--- src/rtl/nfc_pkg.sv ---
package nfc_pkg;

    localparam logic [7:0] OP_READ_ARRAY = 8'hFF;
    localparam logic [7:0] OP_PROG       = 8'h40;
    localparam logic [7:0] OP_PROG_ALT   = 8'h10;
    localparam logic [7:0] OP_ERASE      = 8'h20;
    localparam logic [7:0] OP_CONFIRM    = 8'hD0;
    localparam logic [7:0] OP_SUSPEND    = 8'hB0;
    localparam logic [7:0] OP_RD_STATUS  = 8'h70;
    localparam logic [7:0] OP_CLR_STATUS = 8'h50;
    localparam logic [7:0] OP_QUERY      = 8'h98;
    localparam logic [7:0] OP_CONFIG     = 8'hB8;

    typedef enum logic [1:0] {
        CMD_IDLE      = 2'd0,
        CMD_ERASE_ARM = 2'd1,
        CMD_PROG_ARM  = 2'd2
    } cmd_e;

    typedef enum logic {
        RM_ARRAY  = 1'b0,
        RM_STATUS = 1'b1
    } rmode_e;

    typedef enum logic [2:0] {
        WS_IDLE  = 3'd0,
        WS_ERASE = 3'd1,
        WS_ESUSP = 3'd2,
        WS_PROG  = 3'd3,
        WS_PSUSP = 3'd4
    } wsm_e;

endpackage

--- src/rtl/nfc_op_timer.sv ---
module nfc_op_timer #(
    parameter int CW = 6
) (
    input  logic          clk,
    input  logic          rst_n,
    input  logic          start,
    input  logic [CW-1:0] load,
    input  logic          run,
    output logic          done,
    output logic [CW-1:0] remain
);

    logic [CW-1:0] cnt_d, cnt_q;

    always_comb begin
        cnt_d = cnt_q;
        if (start) begin
            cnt_d = load;
        end else if (run && cnt_q != '0) begin
            cnt_d = cnt_q - 1'b1;
        end
    end

    always_ff @(posedge clk or negedge rst_n) begin
        if (!rst_n) begin
            cnt_q <= '0;
        end else begin
            cnt_q <= cnt_d;
        end
    end

    assign done   = run && (cnt_q == CW'(1));
    assign remain = cnt_q;

    // without a reload the count never grows, so progress is kept across suspend
    a_r7_count_monotonic: assert property (@(posedge clk) disable iff (!rst_n)
        !start |=> (cnt_q <= $past(cnt_q)));

endmodule

--- src/rtl/nfc_array.sv ---
module nfc_array #(
    parameter int NUM_BLOCKS  = 4,
    parameter int BLOCK_BYTES = 16,
    localparam int DEPTH = NUM_BLOCKS * BLOCK_BYTES,
    localparam int AW    = $clog2(DEPTH),
    localparam int BW    = $clog2(NUM_BLOCKS)
) (
    input  logic          clk,
    input  logic          rst_n,
    input  logic          erase_en,
    input  logic [BW-1:0] erase_blk,
    input  logic          prog_en,
    input  logic [AW-1:0] prog_addr,
    input  logic [7:0]    prog_data,
    input  logic [AW-1:0] rd_addr,
    output logic [7:0]    rd_data
);

    logic [7:0] mem_d [DEPTH];
    logic [7:0] mem_q [DEPTH];

    always_comb begin
        for (int i = 0; i < DEPTH; i++) begin
            mem_d[i] = mem_q[i];
            if (erase_en && (i / BLOCK_BYTES) == int'(erase_blk)) begin
                mem_d[i] = 8'hFF;
            end
        end
        if (prog_en) begin
            mem_d[prog_addr] = mem_q[prog_addr] & prog_data;
        end
    end

    always_ff @(posedge clk or negedge rst_n) begin
        if (!rst_n) begin
            for (int i = 0; i < DEPTH; i++) begin
                mem_q[i] <= 8'hFF;
            end
        end else begin
            for (int i = 0; i < DEPTH; i++) begin
                mem_q[i] <= mem_d[i];
            end
        end
    end

    assign rd_data = mem_q[rd_addr];

    // a programmed byte never has a bit set that the data byte had clear
    a_r2_bits_only_clear: assert property (@(posedge clk) disable iff (!rst_n)
        prog_en |=> ((mem_q[$past(prog_addr)] & ~$past(prog_data)) == 8'h00));

    // a finished erase leaves the first and last byte of the block at FFh
    a_r1_erase_fill: assert property (@(posedge clk) disable iff (!rst_n)
        erase_en |=> (mem_q[int'($past(erase_blk)) * BLOCK_BYTES] == 8'hFF &&
                      mem_q[int'($past(erase_blk)) * BLOCK_BYTES + BLOCK_BYTES - 1] == 8'hFF));

endmodule

--- src/rtl/nfc_cmd_engine.sv ---
module nfc_cmd_engine
    import nfc_pkg::*;
#(
    parameter int NUM_BLOCKS   = 4,
    parameter int BLOCK_BYTES  = 16,
    parameter int ERASE_CYCLES = 40,
    parameter int PROG_CYCLES  = 8,
    localparam int DEPTH = NUM_BLOCKS * BLOCK_BYTES,
    localparam int AW    = $clog2(DEPTH),
    localparam int BW    = $clog2(NUM_BLOCKS),
    localparam int MAXC  = (ERASE_CYCLES > PROG_CYCLES) ? ERASE_CYCLES : PROG_CYCLES,
    localparam int CW    = $clog2(MAXC + 1)
) (
    input  logic          clk,
    input  logic          rst_n,
    input  logic          wr_en,
    input  logic [AW-1:0] addr,
    input  logic [7:0]    wr_data,
    input  logic          rd_en,
    input  logic          vpp_ok,
    output logic [7:0]    rd_data,
    output logic          rdy_o,
    output logic [7:0]    status_o
);

    typedef struct packed {
        cmd_e          cmd;
        rmode_e        rmode;
        wsm_e          wsm;
        logic          sr_efail;
        logic          sr_pfail;
        logic          sr_vfail;
        logic [BW-1:0] eblk;
        logic [AW-1:0] paddr;
        logic [7:0]    pdata;
        logic          res_pend;
        logic [7:0]    rdat;
    } eng_t;

    eng_t n_d, n_q;

    logic          erase_go, prog_go;
    logic          erase_done, prog_done;
    logic [CW-1:0] erase_rem, prog_rem;
    logic [7:0]    arr_rd;
    logic          w_busy;
    logic [BW-1:0] addr_blk;
    logic          sr7, sr6;

    assign addr_blk = addr[AW-1 -: BW];
    assign sr7      = (n_q.wsm == WS_IDLE) || (n_q.wsm == WS_ESUSP);
    assign sr6      = (n_q.wsm == WS_ESUSP) || (n_q.wsm == WS_PSUSP);
    assign status_o = {sr7, sr6, n_q.sr_efail, n_q.sr_pfail, n_q.sr_vfail, 3'b000};
    assign rdy_o    = sr7;
    assign rd_data  = n_q.rdat;

    nfc_op_timer #(.CW(CW)) u_erase_tmr (
        .clk    (clk),
        .rst_n  (rst_n),
        .start  (erase_go),
        .load   (CW'(ERASE_CYCLES)),
        .run    (n_q.wsm == WS_ERASE),
        .done   (erase_done),
        .remain (erase_rem)
    );

    nfc_op_timer #(.CW(CW)) u_prog_tmr (
        .clk    (clk),
        .rst_n  (rst_n),
        .start  (prog_go),
        .load   (CW'(PROG_CYCLES)),
        .run    ((n_q.wsm == WS_PROG) || (n_q.wsm == WS_PSUSP)),
        .done   (prog_done),
        .remain (prog_rem)
    );

    nfc_array #(.NUM_BLOCKS(NUM_BLOCKS), .BLOCK_BYTES(BLOCK_BYTES)) u_array (
        .clk       (clk),
        .rst_n     (rst_n),
        .erase_en  (erase_done),
        .erase_blk (n_q.eblk),
        .prog_en   (prog_done),
        .prog_addr (n_q.paddr),
        .prog_data (n_q.pdata),
        .rd_addr   (addr),
        .rd_data   (arr_rd)
    );

    always_comb begin
        n_d      = n_q;
        erase_go = 1'b0;
        prog_go  = 1'b0;

        // completion of running operations
        case (n_q.wsm)
            WS_ERASE: if (erase_done) n_d.wsm = WS_IDLE;
            WS_PROG:  if (prog_done)  n_d.wsm = WS_IDLE;
            WS_PSUSP: if (prog_done) begin
                if (n_q.res_pend) begin
                    n_d.res_pend = 1'b0;
                    if (vpp_ok) begin
                        n_d.wsm = WS_ERASE;
                    end else begin
                        n_d.wsm      = WS_IDLE;
                        n_d.sr_efail = 1'b1;
                        n_d.sr_vfail = 1'b1;
                    end
                end else begin
                    n_d.wsm = WS_ESUSP;
                end
            end
            default: ;
        endcase

        w_busy = (n_d.wsm == WS_ERASE) || (n_d.wsm == WS_PROG) || (n_d.wsm == WS_PSUSP);

        if (wr_en) begin
            case (n_q.cmd)
                CMD_ERASE_ARM: begin
                    n_d.cmd   = CMD_IDLE;
                    n_d.rmode = RM_STATUS;
                    if (wr_data != OP_CONFIRM) begin
                        n_d.sr_efail = 1'b1;
                        n_d.sr_pfail = 1'b1;
                    end else if (!vpp_ok) begin
                        n_d.sr_efail = 1'b1;
                        n_d.sr_vfail = 1'b1;
                    end else begin
                        n_d.wsm  = WS_ERASE;
                        n_d.eblk = addr_blk;
                        erase_go = 1'b1;
                    end
                end
                CMD_PROG_ARM: begin
                    n_d.cmd   = CMD_IDLE;
                    n_d.rmode = RM_STATUS;
                    if (!vpp_ok) begin
                        n_d.sr_pfail = 1'b1;
                        n_d.sr_vfail = 1'b1;
                    end else if (n_d.wsm == WS_ESUSP && addr_blk == n_q.eblk) begin
                        n_d.sr_pfail = 1'b1;
                    end else begin
                        n_d.wsm   = (n_d.wsm == WS_ESUSP) ? WS_PSUSP : WS_PROG;
                        n_d.paddr = addr;
                        n_d.pdata = wr_data;
                        prog_go   = 1'b1;
                    end
                end
                default: begin
                    if (w_busy) begin
                        if (wr_data == OP_RD_STATUS) begin
                            n_d.rmode = RM_STATUS;
                        end else if (wr_data == OP_SUSPEND && n_d.wsm == WS_ERASE) begin
                            n_d.wsm = WS_ESUSP;
                        end else if (wr_data == OP_CONFIRM && n_d.wsm == WS_PSUSP) begin
                            n_d.res_pend = 1'b1;
                        end
                    end else begin
                        case (wr_data)
                            OP_READ_ARRAY: n_d.rmode = RM_ARRAY;
                            OP_RD_STATUS:  n_d.rmode = RM_STATUS;
                            OP_CLR_STATUS: begin
                                n_d.sr_efail = 1'b0;
                                n_d.sr_pfail = 1'b0;
                                n_d.sr_vfail = 1'b0;
                            end
                            OP_PROG, OP_PROG_ALT: n_d.cmd = CMD_PROG_ARM;
                            OP_ERASE: if (n_d.wsm == WS_IDLE) n_d.cmd = CMD_ERASE_ARM;
                            OP_CONFIRM: if (n_d.wsm == WS_ESUSP) begin
                                n_d.rmode = RM_STATUS;
                                if (vpp_ok) begin
                                    n_d.wsm = WS_ERASE;
                                end else begin
                                    n_d.wsm      = WS_IDLE;
                                    n_d.sr_efail = 1'b1;
                                    n_d.sr_vfail = 1'b1;
                                end
                            end
                            default: ;
                        endcase
                    end
                end
            endcase
        end

        if (rd_en) begin
            n_d.rdat = (n_q.rmode == RM_ARRAY) ? arr_rd : status_o;
        end
    end

    always_ff @(posedge clk or negedge rst_n) begin
        if (!rst_n) begin
            n_q <= '0;
        end else begin
            n_q <= n_d;
        end
    end

    // suspend of a running erase shows ready and suspended on the next cycle
    a_r4_suspend_takes: assert property (@(posedge clk) disable iff (!rst_n)
        (wr_en && n_q.cmd == CMD_IDLE && wr_data == OP_SUSPEND &&
         n_q.wsm == WS_ERASE && !erase_done)
        |=> (rdy_o && status_o[7] && status_o[6]));

    // no erase progress while suspended
    a_r4_frozen: assert property (@(posedge clk) disable iff (!rst_n)
        ((n_q.wsm == WS_ESUSP || n_q.wsm == WS_PSUSP) &&
         ($past(n_q.wsm) == WS_ESUSP || $past(n_q.wsm) == WS_PSUSP))
        |-> $stable(erase_rem));

    // program during suspend lowers ready and keeps the suspend bit
    a_r6_nested_busy: assert property (@(posedge clk) disable iff (!rst_n)
        (wr_en && n_q.cmd == CMD_PROG_ARM && n_q.wsm == WS_ESUSP && vpp_ok &&
         addr_blk != n_q.eblk)
        |=> (!rdy_o && !status_o[7] && status_o[6]));

    // the erase cannot resume before the nested program completes
    a_r7_resume_held: assert property (@(posedge clk) disable iff (!rst_n)
        (n_q.wsm == WS_PSUSP && !prog_done) |=> (n_q.wsm != WS_ERASE));

    // a bad erase sequence sets both failure bits and selects status mode
    a_r9_bad_seq: assert property (@(posedge clk) disable iff (!rst_n)
        (wr_en && n_q.cmd == CMD_ERASE_ARM && wr_data != OP_CONFIRM)
        |=> (status_o[5] && status_o[4] && n_q.rmode == RM_STATUS));

    // any operation start comes with status read mode
    a_r3_status_on_start: assert property (@(posedge clk) disable iff (!rst_n)
        $fell(rdy_o) |-> (n_q.rmode == RM_STATUS));

    // read-array writes are ignored while an erase runs
    a_r13_busy_ignores: assert property (@(posedge clk) disable iff (!rst_n)
        (wr_en && n_q.cmd == CMD_IDLE && n_q.wsm == WS_ERASE && !erase_done &&
         wr_data == OP_READ_ARRAY)
        |=> (n_q.rmode == $past(n_q.rmode)));

endmodule

--- config.mk ---
export PLATFORM = sky130hd
export DESIGN_NAME = nfc_cmd_engine
export DESIGN_NICKNAME = d
export VERILOG_FILES = /design/src/rtl/nfc_pkg.sv /design/src/rtl/nfc_op_timer.sv /design/src/rtl/nfc_array.sv /design/src/rtl/nfc_cmd_engine.sv
export SDC_FILE = /design/constraint.sdc
export NUM_CORES = 1
export LEC_CHECK = 0
export ABC_AREA = 1
export BUFFER_PORTS_ARGS = -buffer_cell sky130_fd_sc_hd__buf_2
export CORE_ASPECT_RATIO = 1.75
export CORE_MARGIN = 3
export CORE_UTILIZATION = 40
export DETAILED_ROUTE_END_ITERATION = 12
export GPL_TIMING_DRIVEN = 1
export PLACE_DENSITY = 0.55
export SYNTH_ARGS = -nofsm -noshare
export SYNTH_HDL_FRONTEND = slang
export SYNTH_SLANG_ARGS = --single-unit
export TNS_END_PERCENT = 20
--- constraint.sdc ---
create_clock -name clk -period 4.2 [get_ports clk]
set_input_delay 0.84 -clock clk [delete_from_list [all_inputs] [get_ports clk]]
set_output_delay 0.84 -clock clk [all_outputs]
set_load 0.005 [all_outputs]
======== Word level (Yosys, flattened, before mapping) ========
Index checks and enable logic that the tools add are counted.
Widths: inputs -> output; s select.
cells by class
  $add $sub $neg .......................... 2
  $lt $le $gt $ge ......................... 3
  equal/unequal tests ..................... 31
  mux-type cells .......................... 143
  bitwise gates (word level) .............. 5
  reductions and logical operators ........ 34
operators with widths
  operator             number
  $mux 8               70
  $bwmux 512           1
  $mux 512             1
  $bmux 8 s6           2
  $demux 8 s6          1
  $mux 14              3
  $mux 3               12
  $mux 1               32
  $eq 8x7->1 const B   3
  $eq 8x8->1 const B   3
  $mux 6               4
  $mux 23              1
  $reduce_and 4->1     4
  $ge 7x7->1 const B   2
  $not 6->7            2
  $eq 3x2->1 const B   4
  $eq 6x1->1 const B   2
  $logic_and 1x1->1    12
  $pmux 6 s2           1
  $reduce_bool 6->1    2
  $sub 6x1->6 const B  2
  $mux 2               5
  $pmux 3 s3           1
  $and 8x8->8          1
  32 further kinds     47
word-level totals
  flip-flop bits (word level) ............. 558
  input port bits ......................... 19
  output and inout bits ................... 17
  word-level logic and storage cells ...... 295

======== Logic depth before layout (Yosys ltp) ========
  word-level depth ........................ 13
  depth in mapped cells ................... 17
  mapped depth without buffers ............ 15

======== By module ========
A second synthesis with hierarchy kept.
second synthesis, totals
  cells, all modules ...................... 4828
  area, all modules ....................... 33185.6 um2
modules (own cells, without submodules)
  module          instances  cells an instance  area each (um2)  seq. area each (um2)
  nfc_array       1          4386               29953.7          13452.9
  nfc_cmd_engine  1          312                2260.9           850.8
  nfc_op_timer    2          65                 485.5            150.1

======== Worst setup path after synthesis ========
OpenSTA, ideal clock, no wires.
  path type ............................... in2reg
  start point ............................. in addr[0]
  end point ............................... reg n_q, in the netlist rd_data[2]
  library setup time ...................... 0.066 ns
  arrival time ............................ 2.100 ns
  required time ........................... 4.134 ns
  setup slack ............................. 2.035 ns
  cell stages on the path ................. 13
  path buffers ............................ 2
  cells stage by stage .................... clkinv_1 > clkbuf_1 > clkbuf_1 > nand2_1 > nand3_1 > nand2_1 > a21oi_1 > o31ai_1 > nand2_1 > o211ai_1 > nand2_1 > nand2_1 > nand2_1
between the ends
  word-level cells in the longest chain between the ends .. 5
ends and longest elaborated chain
  what                                       RTL line               text
  start, declared                            nfc_cmd_engine.sv:17   input logic [AW-1:0] addr,
  $not 6->7 (not written as such)            nfc_array.sv:46        assign rd_data = mem_q[rd_addr];
  $bmux 8 s6                                 nfc_array.sv:46
  $mux 8 (not written as such) (2 in a row)  nfc_array.sv:46
  $mux 8                                     nfc_cmd_engine.sv:187  n_d.rdat = (n_q.rmode == RM_ARRAY) ? arr_rd : status_o;
  end signal, assigned                       nfc_cmd_engine.sv:195  n_q <= n_d;
  end, declared                              nfc_cmd_engine.sv:40   eng_t n_d, n_q;
No other way between the ends. The select of a mux whose other input is x is not followed.
A chain may end at the register's enable or synchronous reset.

==> run summary <==
Largest net degree at the start of global routing - 116
Sequential area share after synthesis - 43.9%
# placed instances - 5710
Final HPWL DP - 90.9 mm
Most common cell after layout, fill and taps aside - nand2_1
Core region area - 82300 sq um
Data required, critical path - 4.72 ns
Placed inst area - 34300 sq um
Routed via count divided by cell count - 5.70
Residual overflow from global routing - 0
Number of nets still failing antenna checks after routing - 0
Layout Area Growth over Synthesis - 8.89%
Inserted Clock Buffers - 56
Hold WC Path Type - input pin to async pin
Clock edge transition at the registers on the reported setup and hold paths - 0.07 ns
Instance count of the mapped netlist - 4810
CTS tree - built
Mean cell area of the mapped netlist - 6.92 sq um
Antenna violations before repair - 0
Number of I/O pins - 36
Reg2reg setup slack - 0.77 ns
Post-synthesis cell type with the largest combined area - dfstp_2
Endpoint of the most critical register-to-register path - u_array.mem_q[395]
Root buffer selected by CTS - clkbuf_16
Number of flip-flops and latches in the synthesized netlist - 558
Max-Cap Viols - 0
Maximum clock skew at final layout - 0.0364 ns
Worst-case headroom to the max-slew limit - 22.0%
Clock period minus final worst setup slack - 3.43 ns
Global-route wire length before repair - 206 mm
Area share of the largest cell type after synthesis - 40.4%
Maximum vdd drop - 0.000526 V
Endpoint type of the worst setup path - flop
Final total power - 18900 uW
GRT Overall Usage - 31.1%
Insertion delay to the later sink of the worst-skew pair - 0.67 ns
Starting density of the core - 40.4%
Number of standard cells in the final layout excluding fillers - 5813
Max frequency - 292 MHz
Logic gate share of total power - 32.5%
Outcome - complete, no violations
R2R Path Start - n_q[18]
Setup Total Neg Slack - 0 ns
Synth warn - 0
Number of cell instances on the worst register-to-register path - 12
RSZ-0062 raised after global routing - false
Netlist area before placement - 33300 sq um
Residual DRC - 0
IO buf count - 32
Critical Path Start Type - flop
First-pass iteration count of the detailed router - 6
Antenna Cells - 0
DR iter-0 viols - 3246
Portion of total power attributed to sequential cells - 38.5%
Yosys cell types - 43
Worst Max-Slew Pin Slew - 1.17 ns
Clock tree sinks - 558
Leakage - 0.0158 uW
Pins over their slew limit - 0
Clk network pwr share - 28.9%
Area of the die - 86800 sq um
Clock buffer depth - 3
Maximum fanout count along the critical path - 41
Die height - 388 um
Die Span X - 224 um
Period Utilization, post-route - 81.6%
PD cells - 521 nW/um^2
Final RePlAce weighted congestion - 0.916
Cell types occupying the most area after synthesis - dfstp_2, nand2_1, a21oi_1, nor2_1, nand3_1
Number of hold violations in the final report - 0
Routed Wire Length - 138 mm
Final routed wire length divided by cell count - 23.7 um
# rows - 139
Post-cts repair resize count - 0
Proportion of layout cells with a drive suffix above 1 - 18.0%
Buffers inserted by post-CTS timing repair - 0
Final-report setup violation count - 0
CTS HTree Levels - 2
Commonest non-fill, non-tap cells in the layout - nand2_1, nor2_1, a21oi_1
CP Data Arrival Time - 3.95 ns
Number of global-route vias before repair - 32200
Design internal power - 11100 uW
Count of nets after finishing - 4738
Total non-filler cell area in the finished layout - 36200 sq um
CTS Hold Bufs - 0
Net Switching - 7720 uW
Switching part of the total - 40.9%
Classification of the worst setup path - flop to flop
Total via count after detailed routing - 33100
-- power by group through the flow --
stage	logic [uW]	clock network (uW)	registers [uW]
after CTS	6060	5550	7250
after global placement	6020	0	7330
after detailed placement	6040	0	7330
final	6140	5460	7270
after floorplan	4060	0	6980
after global routing	6560	5730	7360
-- state kept, by name, summed over array words and instances (netlist names) --
register / count
u_array.mem_q: 512
status_o: 3
u_erase_tmr.remain: 6
n_q: 23
u_prog_tmr.remain: 6
rd_data: 8
-- layout make-up --
class / count / area [sq um]
tap: 1057 / 1320
multi-input combinational: 3880 / 16700
timing repair buffer: 138 / 1370
clock buffer: 85 / 1710
inverter: 77 / 312
clock inverter: 18 / 235
sequential: 558 / 14600
fill: 8607 / 46000
-- metal layers --
layer | vias up | global-route usage (%) | share of wire, %
li1 | 15300 | - | -
met5 | - | 0 | 0
met1 | 15900 | 36.2 | 37
met4 | 0 | 21.7 | 8.5
met3 | 473 | 3.77 | 6.2
met2 | 1480 | 53.0 | 49
-- cells in the mapped netlist (all sizes together) --
cell type and count:
nand2 2018, nor2 626, a21oi 611, dfstp 512, nand3 438, buf 188
o21ai 122, clkbuf 109, inv 75, dfrtp 46, nor3 16, nand4 12
ha 8, o211ai 6, o31ai 6, xor2 4, a31oi 2, clkinv 2
nor4 2, a22oi 1, a31o 1, and3 1, conb 1, o21bai 1
o32ai 1, xnor2 1
-- kinds of logic after synthesis --
group / after synthesis / share of synthesized area, %
AND/OR/NAND/NOR: 3113 / 37.6
AO/OA/AOI/OAI: 751 / 12.0
flip-flops: 558 / 43.9
buffers and inverters: 374 / 6.06
adder cells (fa/ha/maj): 8 / 0.301
XOR/XNOR: 5 / 0.132
other: 1 / 0.0113
-- worst max path at each step --
stage            start                  to  slack [ns]  depth (start not counted)
4_1_cts        n_q[17]  u_array.mem_q[489]        0.83                         13
3_3_place_gp   n_q[18]  u_array.mem_q[211]        0.82                         12
3_5_place_dp   n_q[17]  u_array.mem_q[497]        0.84                         13
6_report       n_q[18]  u_array.mem_q[395]        0.77                         12
5_1_grt        n_q[17]   u_array.mem_q[97]        0.60                         13
2_1_floorplan  addr[0]          rd_data[2]        2.03                         13
-- stage by stage --
stage	setup slack [ns]	util [%]	hold slack [ns]
5_1_grt	0.601	44.0	0.268
4_1_cts	0.831	44.0	0.233
3_3_place_gp	0.825	41.7	0.464
6_report	0.774	44.0	0.262
3_5_place_dp	0.842	41.7	0.468
2_1_floorplan	2.03	-	0.446
-- critical path: stages, from the launching register on --
cell     delay [ns]
dfrtp_4        0.51
inv_4          0.48
buf_4          0.34
a21oi_1        0.07
o21ai_1        0.17
nand2_1        0.23
nand2_1        0.22
nand2_1        0.08
nor2_1         0.11
nand2_1        0.11
nand2_4        0.07
buf_4          0.67
a21oi_1        0.15
Power figures use the tool's default switching activity.
